==> src/rtl/pic_prog_pkg.sv <==
package pic_prog_pkg;
  localparam int DW = 8;
  localparam int LINE_W = $clog2(DW);

  typedef enum logic [1:0] {
    SEQ_IDLE = 2'd0,
    SEQ_W2   = 2'd1,
    SEQ_W3   = 2'd2,
    SEQ_W4   = 2'd3
  } seq_e;

  typedef struct packed {
    logic edge_trig;
    logic single;
    logic want_w4;
  } head_t;
endpackage

==> src/rtl/pic_init_seq.sv <==
module pic_init_seq
  import pic_prog_pkg::*;
#(
  parameter bit IS_MASTER = 1'b1
) (
  input  logic          clk_i,
  input  logic          rst_ni,
  input  logic          wr_en_i,
  input  logic          addr_i,
  input  logic [DW-1:0] wr_data_i,
  output logic [DW-1:0] mask_o,
  output logic          edge_mode_o,
  output logic          single_mode_o,
  output logic [DW-1:0] vec_base_o,
  output logic [DW-1:0] casc_map_o,
  output logic          nest_mode_o,
  output logic [1:0]    buf_mode_o,
  output logic          auto_eoi_o,
  output logic          cpu_mode_o,
  output logic          init_busy_o
);
  seq_e            state_q;
  head_t           head_q;
  logic [DW-1:0]   mask_q, vec_q, casc_q;
  logic            nest_q, aeoi_q, cpu_q;
  logic [1:0]      buf_q;

  logic start_w, port1_w;
  assign start_w = wr_en_i && !addr_i && wr_data_i[4];
  assign port1_w = wr_en_i && addr_i;

  always_ff @(posedge clk_i or negedge rst_ni) begin
    if (!rst_ni) begin
      state_q <= SEQ_IDLE;
      head_q  <= '0;
      mask_q  <= '0;
      vec_q   <= '0;
      casc_q  <= '0;
      nest_q  <= 1'b0;
      buf_q   <= '0;
      aeoi_q  <= 1'b0;
      cpu_q   <= 1'b0;
    end else if (start_w) begin
      mask_q            <= '0;
      head_q.edge_trig  <= wr_data_i[3];
      head_q.single     <= wr_data_i[1];
      head_q.want_w4    <= wr_data_i[0];
      state_q           <= SEQ_W2;
    end else if (port1_w) begin
      unique case (state_q)
        SEQ_IDLE: mask_q <= wr_data_i;
        SEQ_W2: begin
          vec_q <= {wr_data_i[DW-1:LINE_W], LINE_W'(0)};
          if (head_q.single) begin
            casc_q  <= '0;
            state_q <= SEQ_IDLE;
          end else begin
            state_q <= SEQ_W3;
          end
        end
        SEQ_W3: begin
          if (IS_MASTER) casc_q <= wr_data_i;
          else           casc_q <= DW'(wr_data_i[LINE_W-1:0]);
          state_q <= head_q.want_w4 ? SEQ_W4 : SEQ_IDLE;
        end
        SEQ_W4: begin
          nest_q  <= wr_data_i[4];
          buf_q   <= wr_data_i[3:2];
          aeoi_q  <= wr_data_i[1];
          cpu_q   <= wr_data_i[0];
          state_q <= SEQ_IDLE;
        end
        default: state_q <= SEQ_IDLE;
      endcase
    end
  end

  assign mask_o        = mask_q;
  assign edge_mode_o   = head_q.edge_trig;
  assign single_mode_o = head_q.single;
  assign vec_base_o    = vec_q;
  assign casc_map_o    = casc_q;
  assign nest_mode_o   = nest_q;
  assign buf_mode_o    = buf_q;
  assign auto_eoi_o    = aeoi_q;
  assign cpu_mode_o    = cpu_q;
  assign init_busy_o   = (state_q != SEQ_IDLE);


  start_clears_mask_chk: assert property (@(posedge clk_i) disable iff (!rst_ni)
    (wr_en_i && !addr_i && wr_data_i[4]) |=> (mask_o == '0) && init_busy_o);

  idle_mask_load_chk: assert property (@(posedge clk_i) disable iff (!rst_ni)
    (wr_en_i && addr_i && !init_busy_o) |=> (mask_o == $past(wr_data_i)) && !init_busy_o);

  vec_low_zero_chk: assert property (@(posedge clk_i) disable iff (!rst_ni)
    (vec_base_o[LINE_W-1:0] == '0));

  slave_id_width_chk: assert property (@(posedge clk_i) disable iff (!rst_ni)
    (!IS_MASTER) |-> (casc_map_o[DW-1:LINE_W] == '0));
endmodule

==> src/rtl/pic_cmd_dec.sv <==
module pic_cmd_dec
  import pic_prog_pkg::*;
(
  input  logic              clk_i,
  input  logic              rst_ni,
  input  logic              wr_en_i,
  input  logic              addr_i,
  input  logic [DW-1:0]     wr_data_i,
  output logic              eoi_o,
  output logic [LINE_W-1:0] eoi_line_o,
  output logic              rd_irr_o
);
  localparam logic [2:0] SUB_SPEC_EOI = 3'b011;

  logic cmd2_w, cmd3_w, spec_w;
  assign cmd2_w = wr_en_i && !addr_i && (wr_data_i[4:3] == 2'b00);
  assign cmd3_w = wr_en_i && !addr_i && (wr_data_i[4:3] == 2'b01);
  assign spec_w = cmd2_w && (wr_data_i[7:5] == SUB_SPEC_EOI);

  logic              eoi_q, rd_irr_q;
  logic [LINE_W-1:0] line_q;

  always_ff @(posedge clk_i or negedge rst_ni) begin
    if (!rst_ni) begin
      eoi_q    <= 1'b0;
      line_q   <= '0;
      rd_irr_q <= 1'b1;
    end else begin
      eoi_q <= spec_w;
      if (spec_w) line_q <= wr_data_i[LINE_W-1:0];
      if (cmd3_w && wr_data_i[1]) rd_irr_q <= wr_data_i[0];
    end
  end

  assign eoi_o      = eoi_q;
  assign eoi_line_o = line_q;
  assign rd_irr_o   = rd_irr_q;


  eoi_line_chk: assert property (@(posedge clk_i) disable iff (!rst_ni)
    (wr_en_i && !addr_i && wr_data_i[4:3] == 2'b00 && wr_data_i[7:5] == 3'b011)
      |=> eoi_o && (eoi_line_o == $past(wr_data_i[LINE_W-1:0])));

  eoi_single_cycle_chk: assert property (@(posedge clk_i) disable iff (!rst_ni)
    (eoi_o && !(wr_en_i && !addr_i)) |=> !eoi_o);

  other_sub_quiet_chk: assert property (@(posedge clk_i) disable iff (!rst_ni)
    (wr_en_i && !addr_i && wr_data_i[4:3] == 2'b00 && wr_data_i[7:5] != 3'b011) |=> !eoi_o);

  rdsel_hold_chk: assert property (@(posedge clk_i) disable iff (!rst_ni)
    (wr_en_i && !addr_i && wr_data_i[4:3] == 2'b01 && !wr_data_i[1]) |=> $stable(rd_irr_o));
endmodule

==> src/rtl/pic_rd_mux.sv <==
module pic_rd_mux
  import pic_prog_pkg::*;
(
  input  logic          addr_i,
  input  logic          rd_irr_i,
  input  logic [DW-1:0] irr_i,
  input  logic [DW-1:0] isr_i,
  input  logic [DW-1:0] mask_i,
  output logic [DW-1:0] rd_data_o
);
  always_comb begin
    if (addr_i)        rd_data_o = mask_i;
    else if (rd_irr_i) rd_data_o = irr_i;
    else               rd_data_o = isr_i;
  end
endmodule

==> src/rtl/pic_prog_if.sv <==
module pic_prog_if
  import pic_prog_pkg::*;
#(
  parameter bit IS_MASTER = 1'b1
) (
  input  logic              clk_i,
  input  logic              rst_ni,
  input  logic              wr_en_i,
  input  logic              addr_i,
  input  logic [DW-1:0]     wr_data_i,
  input  logic [DW-1:0]     irr_i,
  input  logic [DW-1:0]     isr_i,
  output logic [DW-1:0]     rd_data_o,
  output logic [DW-1:0]     mask_o,
  output logic              edge_mode_o,
  output logic              single_mode_o,
  output logic [DW-1:0]     vec_base_o,
  output logic [DW-1:0]     casc_map_o,
  output logic              nest_mode_o,
  output logic [1:0]        buf_mode_o,
  output logic              auto_eoi_o,
  output logic              cpu_mode_o,
  output logic              init_busy_o,
  output logic              eoi_o,
  output logic [LINE_W-1:0] eoi_line_o
);
  logic rd_irr;

  pic_init_seq #(.IS_MASTER(IS_MASTER)) u_seq (
    .clk_i, .rst_ni, .wr_en_i, .addr_i, .wr_data_i,
    .mask_o, .edge_mode_o, .single_mode_o, .vec_base_o, .casc_map_o,
    .nest_mode_o, .buf_mode_o, .auto_eoi_o, .cpu_mode_o, .init_busy_o
  );

  pic_cmd_dec u_cmd (
    .clk_i, .rst_ni, .wr_en_i, .addr_i, .wr_data_i,
    .eoi_o, .eoi_line_o, .rd_irr_o(rd_irr)
  );

  pic_rd_mux u_rd (
    .addr_i, .rd_irr_i(rd_irr), .irr_i, .isr_i, .mask_i(mask_o), .rd_data_o
  );


  cmd_keeps_seq_chk: assert property (@(posedge clk_i) disable iff (!rst_ni)
    (wr_en_i && !addr_i && !wr_data_i[4]) |=> $stable(init_busy_o) && $stable(mask_o));
endmodule

==> config.mk <==
export PLATFORM = sky130hd
export DESIGN_NAME = pic_prog_if
export DESIGN_NICKNAME = d
export VERILOG_FILES = /design/src/rtl/pic_prog_pkg.sv /design/src/rtl/pic_init_seq.sv /design/src/rtl/pic_cmd_dec.sv /design/src/rtl/pic_rd_mux.sv /design/src/rtl/pic_prog_if.sv
export SDC_FILE = /design/constraint.sdc
export NUM_CORES = 1
export LEC_CHECK = 0
export ABC_AREA = 1
export BUFFER_PORTS_ARGS = -buffer_cell sky130_fd_sc_hd__buf_4
export CORE_MARGIN = 2
export CORE_UTILIZATION = 35
export CTS_BUF_LIST = sky130_fd_sc_hd__clkbuf_4 sky130_fd_sc_hd__clkbuf_8
export DETAILED_ROUTE_END_ITERATION = 6
export HOLD_SLACK_MARGIN = 0.03
export PLACE_DENSITY = 0.73
export SYNTH_ARGS = -nofsm -noshare
export SYNTH_HDL_FRONTEND = slang
export SYNTH_SLANG_ARGS = --single-unit
==> constraint.sdc <==
create_clock -name clk_i -period 1.1 [get_ports clk_i]
set_input_delay 0.11 -clock clk_i [delete_from_list [all_inputs] [get_ports clk_i]]
set_output_delay 0.11 -clock clk_i [all_outputs]
set_load 0.02 [all_outputs]
==> results.yml, run 1 <==
run_status:
  outcome: "finished, violations left"
  violations: "negative setup slack"
global_routing:
  antenna_found_initial: 0
  grt_max_degree: 37
  grt-ovfl-total: 0
  grtUsageTotal_pct: 17.7
  grt_first_pass_wirelength_mm: 7.40
  grt_pass1_vias: 1496
layout:
  area_delta_synth_final_pct: 56.2
  final_cells: 351
  n_antenna_cell: 0
  drive_gt1_share_pct: 53.9
  utilization_pct: 57.4
  nets: 311
  n_fill_cell: 439
pwr:
  seqPwrFrac_pct: 36.0
  power_switching_share_pct: 40.3
  p_int_mw: 3.58
  p_leak_nw: 1.37
  ir_drop_uv: 1210
  switchingPower_mw: 2.42
  p_clk_share_pct: 17.0
  combPwrFrac_pct: 46.9
  p_per_area_nw_per_um2: 2200
  power_mw: 6.00
route:
  first_pass_iters: 4
  wl_mm: 4.98
  wire_per_inst_um: 14.2
  route.detailed.drc: 0
  first_iter_violations: 54
  vias: 1675
  via_per_inst: 4.77
  ant_nets: 0
synthesis:
  syn_area_per_cell_um2: 8.74
  synth_compound_area_share_pct: 12.9
  synth_area_um2: 1750
  synth_fa_ha_area_share_pct: 0
  synth_top_family_by_area: "simple AND/OR/NAND/NOR gates"
  ys_types: 27
  synthMuxAreaShare_pct: 0
  synth-seq-cells: 36
  yosys.area_share.simple_pct: 26.5
  ys_seq_area_share_pct: 51.6
  synthCells: 200
  yosys_warnings: 0
  synth_xor_area_share_pct: 0
cts:
  worstSkewPairLatency_ns: 0.29
  h-tree-depth: 2
  clockBufferDepth: 2
  cts_buffers: 5
  cts_tree: "done"
  cts_root_buf: "clkbuf_8"
  cts.sink_count: 36
  path_clk_slew_ns: 0.07
worst_hold_path:
  hold_path_class: "in2reg"
  holdCritStartpoint: "wr_data_i[6]"
floorplan:
  fp.dieH_um: 74.7
  initial_utilization_pct: 36.8
  rows: 25
  dieArea_um2: 5580
  io_pins: 72
  die_width_um: 74.7
  core_um2: 4750
critical_path:
  r2r-start: "u_seq.state_q[0]"
  startpoint: "u_cmd.rd_irr_o"
  arrival_ns: 1.34
  critical_path_class: "reg2out"
  cp.required_ns: 0.99
  path_max_fanout: 4
  worst-r2r-setup-slack_ns: -0.04
  start_kind: "flip-flop"
  end_kind: "primary output"
placed_design:
  hpwl_mm: 3.27
  gp_congestion: 0.828
  dp_cells: 333
  portBuffers: 68
sta:
  finClkSkew_ns: 0.00319
  hold_viol: 0
  fmax_ghz: 0.688
  setup_viol: 19
  min_period_over_period_pct: 132
  drv_slew: 0
  layout_setup_ws_ns: -0.354
  rsz0062_at_grt: "yes"
  period_minus_slack_ns: 1.45
run:
  drv_cap: 0
## placed cells by master, fill, tap and decap left out, drive strengths merged
| cell type | count |
|---|---|
| dfstp | 1 |
| dlygate4sd3 | 1 |
| or2 | 1 |
| inv | 17 |
| a21oi | 16 |
| clkbuf | 8 |
| nand2 | 57 |
| buf | 79 |
| o21ai | 23 |
| dfrtp | 35 |
| conb | 3 |
| nand3 | 24 |
| nand4 | 3 |
| nor2 | 15 |
| o211ai | 1 |
## worst max-delay path, stage by stage (launching register included)
cell and delay [ns]:
dfstp_2 0.60, buf_6 0.12, a21oi_2 0.05, a21oi_2 0.14, buf_4 0.15
## kinds of logic (layout without fill, tap and decap cells)
group           count (synthesis)  after routing
flops                          36             36
compound gates                 40             40
other cells                     1              3
buf+inv                        26            105
simple gates                   97            100
## worst paths after layout
path	end	depth (start not counted)
setup / recovery	rd_data_o[3]	4
hold / removal	u_seq.casc_map_o[6]	3
setup reg to reg	u_seq.casc_map_o[3]	7
hold reg to reg	u_seq.buf_mode_o[1]	2
max in group asynchronous	u_seq.state_q[1]	2
min in group asynchronous	u_seq.single_mode_o	2
## registers in the layout, indices dropped and copies added, names as in the netlist
register,flops
u_seq.casc_map_o,8
u_cmd.rd_irr_o,1
u_cmd.eoi_line_o,3
u_seq.mask_o,8
u_seq.nest_mode_o,1
u_seq.buf_mode_o,2
u_cmd.eoi_o,1
u_seq.edge_mode_o,1
u_seq.auto_eoi_o,1
u_seq.vec_base_o,5
u_seq.state_q,2
u_seq.cpu_mode_o,1
u_seq.single_mode_o,1
u_seq.head_q,1
## final cells by class
type                    instances  area, um^2  area share [%]
flip-flops and latches         36         905            33.1
well taps                      67        83.8            3.07
multi-input cells             143         930            34.1
inverters                      17        81.3            2.98
repair buffers                 80         633            23.2
clock buffers                   8        97.6            3.57
## power groups by stage
stage	Clock [mW]	Combinational [mW]	Sequential [mW]
2_1_floorplan	0	0.854	2.58
5_1_grt	1.09	3.03	2.21
6_report	1.02	2.82	2.16
3_5_place_dp	0	2.37	2.13
3_3_place_gp	0	2.33	2.12
4_1_cts	1.03	2.54	2.10
## what timing repair did
| item | CTS | global route |
|---|---|---|
| hold endpoints to repair | 35 | 0 |
| gates cloned | 0 | 3 |
| hold buffers | 1 | 0 |
| pin swaps | 2 | 18 |
| setup endpoints to repair | 15 | 32 |
| gates resized for setup | 16 | 47 |
| setup buffers | 5 | 1 |
## cell usage after synthesis
| master | count | share of area, % |
|---|---|---|
| a21oi_1 | 16 | 4.6 |
| buf_2 | 1 | 0.29 |
| buf_4 | 3 | 1.3 |
| buf_6 | 4 | 2.6 |
| buf_8 | 1 | 0.86 |
| clkinv_1 | 1 | 0.21 |
| conb_1 | 1 | 0.21 |
| dfrtp_1 | 35 | 50 |
| dfstp_2 | 1 | 1.5 |
| inv_1 | 13 | 2.8 |
| inv_2 | 2 | 0.43 |
| inv_4 | 1 | 0.36 |
| nand2_1 | 52 | 11 |
| nand2_2 | 2 | 0.72 |
| nand2_4 | 2 | 1.3 |
| nand3_1 | 20 | 5.7 |
| nand3_2 | 1 | 0.57 |
| nand3_4 | 1 | 1.0 |
| nand4_1 | 3 | 1.1 |
| nor2_1 | 13 | 2.8 |
| nor2_4 | 1 | 0.64 |
| nor2_8 | 1 | 1.1 |
| o211ai_1 | 1 | 0.43 |
| o21ai_0 | 9 | 2.6 |
| o21ai_1 | 8 | 2.3 |
| o21ai_2 | 6 | 3.0 |
| or2_2 | 1 | 0.36 |
## per-stage QoR
step / setup TNS [ns] / hold WS, ns / instance area (um^2) / worst slack [ns]
final: -2.97 / 0.0745 / 2730 / -0.354
after detailed placement: -0.0165 / 0.0954 / 2330 / -0.00731
after floorplan: 0 / -0.186 / 1790 / 0.0283
after global routing: -4.10 / 0.0888 / 2730 / -0.398
after global placement: 0 / 0.0946 / 2330 / 0.00179
after CTS: -2.58 / 0.0743 / 2520 / -0.326
## layer usage
metal	wire (um)	track usage [%]	share of wire (%)	vias up
met3	292	5.09	5.9	10
met5	0	0	0	-
met1	2140	23.6	43	795
met2	2460	27.9	49	48
met4	96	5.75	1.9	0
li1	-	-	-	822
Note: power is estimated with default switching activity, not from simulation.
==> run 2, diff against run 1 <==
--- a/config.mk
+++ b/config.mk
@@ -12,7 +12,7 @@
 export CTS_BUF_LIST = sky130_fd_sc_hd__clkbuf_4 sky130_fd_sc_hd__clkbuf_8
 export DETAILED_ROUTE_END_ITERATION = 6
 export HOLD_SLACK_MARGIN = 0.03
-export PLACE_DENSITY = 0.73
+export PLACE_DENSITY = 0.7
 export SYNTH_ARGS = -nofsm -noshare
 export SYNTH_HDL_FRONTEND = slang
 export SYNTH_SLANG_ARGS = --single-unit
==> constraint.sdc (replaced) <==
create_clock -name clk_i -period 1.6 [get_ports clk_i]
set_input_delay 0.16 -clock clk_i [delete_from_list [all_inputs] [get_ports clk_i]]
set_output_delay 0.16 -clock clk_i [all_outputs]
set_load 0.02 [all_outputs]
==> run 2 against run 1 <==
The flow now finishes without violations. Global-route usage down 2.1 points. Count of clock-buffer cells in the layout unchanged. Clock power fell by 32%. Critical path type unchanged. Flip-flop and latch count stayed put. Core utilization down 7.5 points. Total power decreased by 38%. Non-clock buffer count fell by 11. Sequential power is 32% lower. Largest power group unchanged. Highest routed layer unchanged.
==> results.yml, run 2 (synthesis gave the netlist of run 1 again) <==
placed_design:
  portBuffers: 68
  hpwl_mm: 3.21
  gp_congestion: 0.745
  placed_area_um2: 2260
critical_path:
  crit_buf_inv: 1
  cp_top_family: "flip-flops"
  cp_common_cell: "a21oi_1"
  critical_path_class: "reg2out"
  cp.required_ns: 1.44
  start_kind: "flip-flop"
  crit_chain: "a21oi_1 > a21oi_1 > buf_4"
  critPathMaxStageDelay_ns: 0.63
  end_kind: "primary output"
  slowest_stage: "dfstp_2"
  path_max_fanout: 9
  arrival_ns: 1.33
worst_hold_path:
  hold_path_class: "in2reg"
route:
  via_per_inst: 4.59
  vias: 1548
  first_iter_violations: 53
  first_pass_iters: 4
  route.detailed.drc: 0
  ant_nets: 0
  wl_mm: 4.35
  wire_per_inst_um: 12.9
run_status:
  outcome: "finished clean"
pwr:
  p_leak_nw: 1.28
  switchingPower_mw: 1.43
  ir_drop_uv: 812
  combPwrFrac_pct: 42.0
  p_clk_share_pct: 18.6
  seqPwrFrac_pct: 39.4
  p_int_mw: 2.27
  power_switching_share_pct: 38.7
  p_per_area_nw_per_um2: 1560
cts:
  worstSkewPairLatency_ns: 0.28
  cts.sink_count: 36
  cts_root_buf: "clkbuf_8"
  postCtsSetupRepairBufs: 0
  h-tree-depth: 2
  path_clk_slew_ns: 0.07
  clockBufferDepth: 2
  cts_buffers: 5
  cts_tree: "done"
sta:
  drv_slew: 0
  hold_viol: 0
  rsz0062_at_grt: "no"
  finClkSkew_ns: 0.00576
  fmax_ghz: 0.673
  finalSetupTns_ns: 0
  period_minus_slack_ns: 1.49
  min_period_over_period_pct: 92.8
  setup_viol: 0
floorplan:
  fp.dieH_um: 74.7
  core_um2: 4750
  die_width_um: 74.7
  initial_utilization_pct: 36.8
  dieArea_um2: 5580
  io_pins: 72
  rows: 25
run:
  drv_cap: 0
layout:
  final_area_um2: 2370
  nets: 297
  mostFrequentLayoutCells: "buf_4, nand2_1, dfrtp_1, nand3_1, a21oi_1"
  drive_gt1_share_pct: 35.6
  area_delta_synth_final_pct: 35.7
  utilization_pct: 49.9
  mostFrequentLayoutCell: "buf_4"
  n_antenna_cell: 0
  n_fill_cell: 485
global_routing:
  antenna_found_initial: 0
  grt_pass1_vias: 1419
  grtUsageTotal_pct: 15.6
  grt_max_degree: 37
  grt-ovfl-total: 0
  grt_first_pass_wirelength_mm: 6.50
-- run 2: cell count changes in the layout (fill, tap and decap cells not counted), sizes merged --
| cell | before | now |
|---|---|---|
| nand2 | 57 | 56 |
| buf | 79 | 68 |
| nand3 | 24 | 22 |
-- run 2: path summary, 6_finish.rpt --
path / startpoint / end / slack, ns / cells past startpoint
setup reg to reg: u_seq.state_q[0] / u_seq.casc_map_o[1] / 0.45 / 6
min in group asynchronous: rst_ni / u_seq.vec_base_o[5] / 0.36 / 2
max in group asynchronous: rst_ni / u_cmd.rd_irr_o / 0.88 / 2
hold reg to reg: u_cmd.eoi_line_o[1] / u_cmd.eoi_line_o[1] / 0.48 / 2
setup / recovery: u_cmd.rd_irr_o / rd_data_o[3] / 0.11 / 3
hold / removal: wr_data_i[7] / u_seq.casc_map_o[7] / 0.13 / 3
-- run 2: cell type report --
type	instances	area (um^2)	share of cell area (%)
Clock buffer	8	97.6	4.11
Inverter	17	68.8	2.90
Multi-Input combinational cell	140	699	29.5
Sequential cell	36	902	38.0
Tap cell	67	83.8	3.53
Timing Repair Buffer	69	520	21.9
-- run 2: power groups by stage --
| stage | Combinational [mW] | Clock, mW | Sequential, mW |
|---|---|---|---|
| 4_1_cts | 1.57 | 0.717 | 1.46 |
| 6_report | 1.55 | 0.690 | 1.46 |
| 3_3_place_gp | 1.54 | 0 | 1.46 |
| 3_5_place_dp | 1.57 | 0 | 1.47 |
| 5_1_grt | 1.69 | 0.758 | 1.50 |
| 2_1_floorplan | 0.556 | 0 | 1.77 |
-- run 2: layer usage --
layer	wire, um	share of wire [%]	GRT usage, %
met4	25	0.57	3.77
met2	1970	45	25.7
met5	0	0	0
met3	373	8.6	5.49
met1	1980	46	19.9
-- run 2: worst register-to-register path: stages (launching register included) --
cell	delay, ns
dfrtp_1	0.49
inv_1	0.14
nand2_1	0.07
nand2_1	0.09
nand2_2	0.12
nand2_1	0.09
nand2_1	0.05
-- run 2: timing repair --
item | in CTS | in global routing
endpoints found under the setup margin | 8 | 2
hold buffers | 1 | 0
hold endpoints to repair | 35 | 0
gates resized for setup | 1 | 1
-- run 2: metrics by stage --
| stage | instances | total power [mW] | hold WS, ns | setup slack [ns] |
|---|---|---|---|---|
| after floorplan | 202 | 2.33 | -0.136 | 0.366 |
| after global placement | 328 | 3.01 | 0.144 | 0.300 |
| after detailed placement | 328 | 3.04 | 0.145 | 0.258 |
| after CTS | 337 | 3.75 | 0.120 | 0.0511 |
| after global routing | 337 | 3.95 | 0.123 | 0.0334 |
| final | 337 | 3.70 | 0.131 | 0.115 |
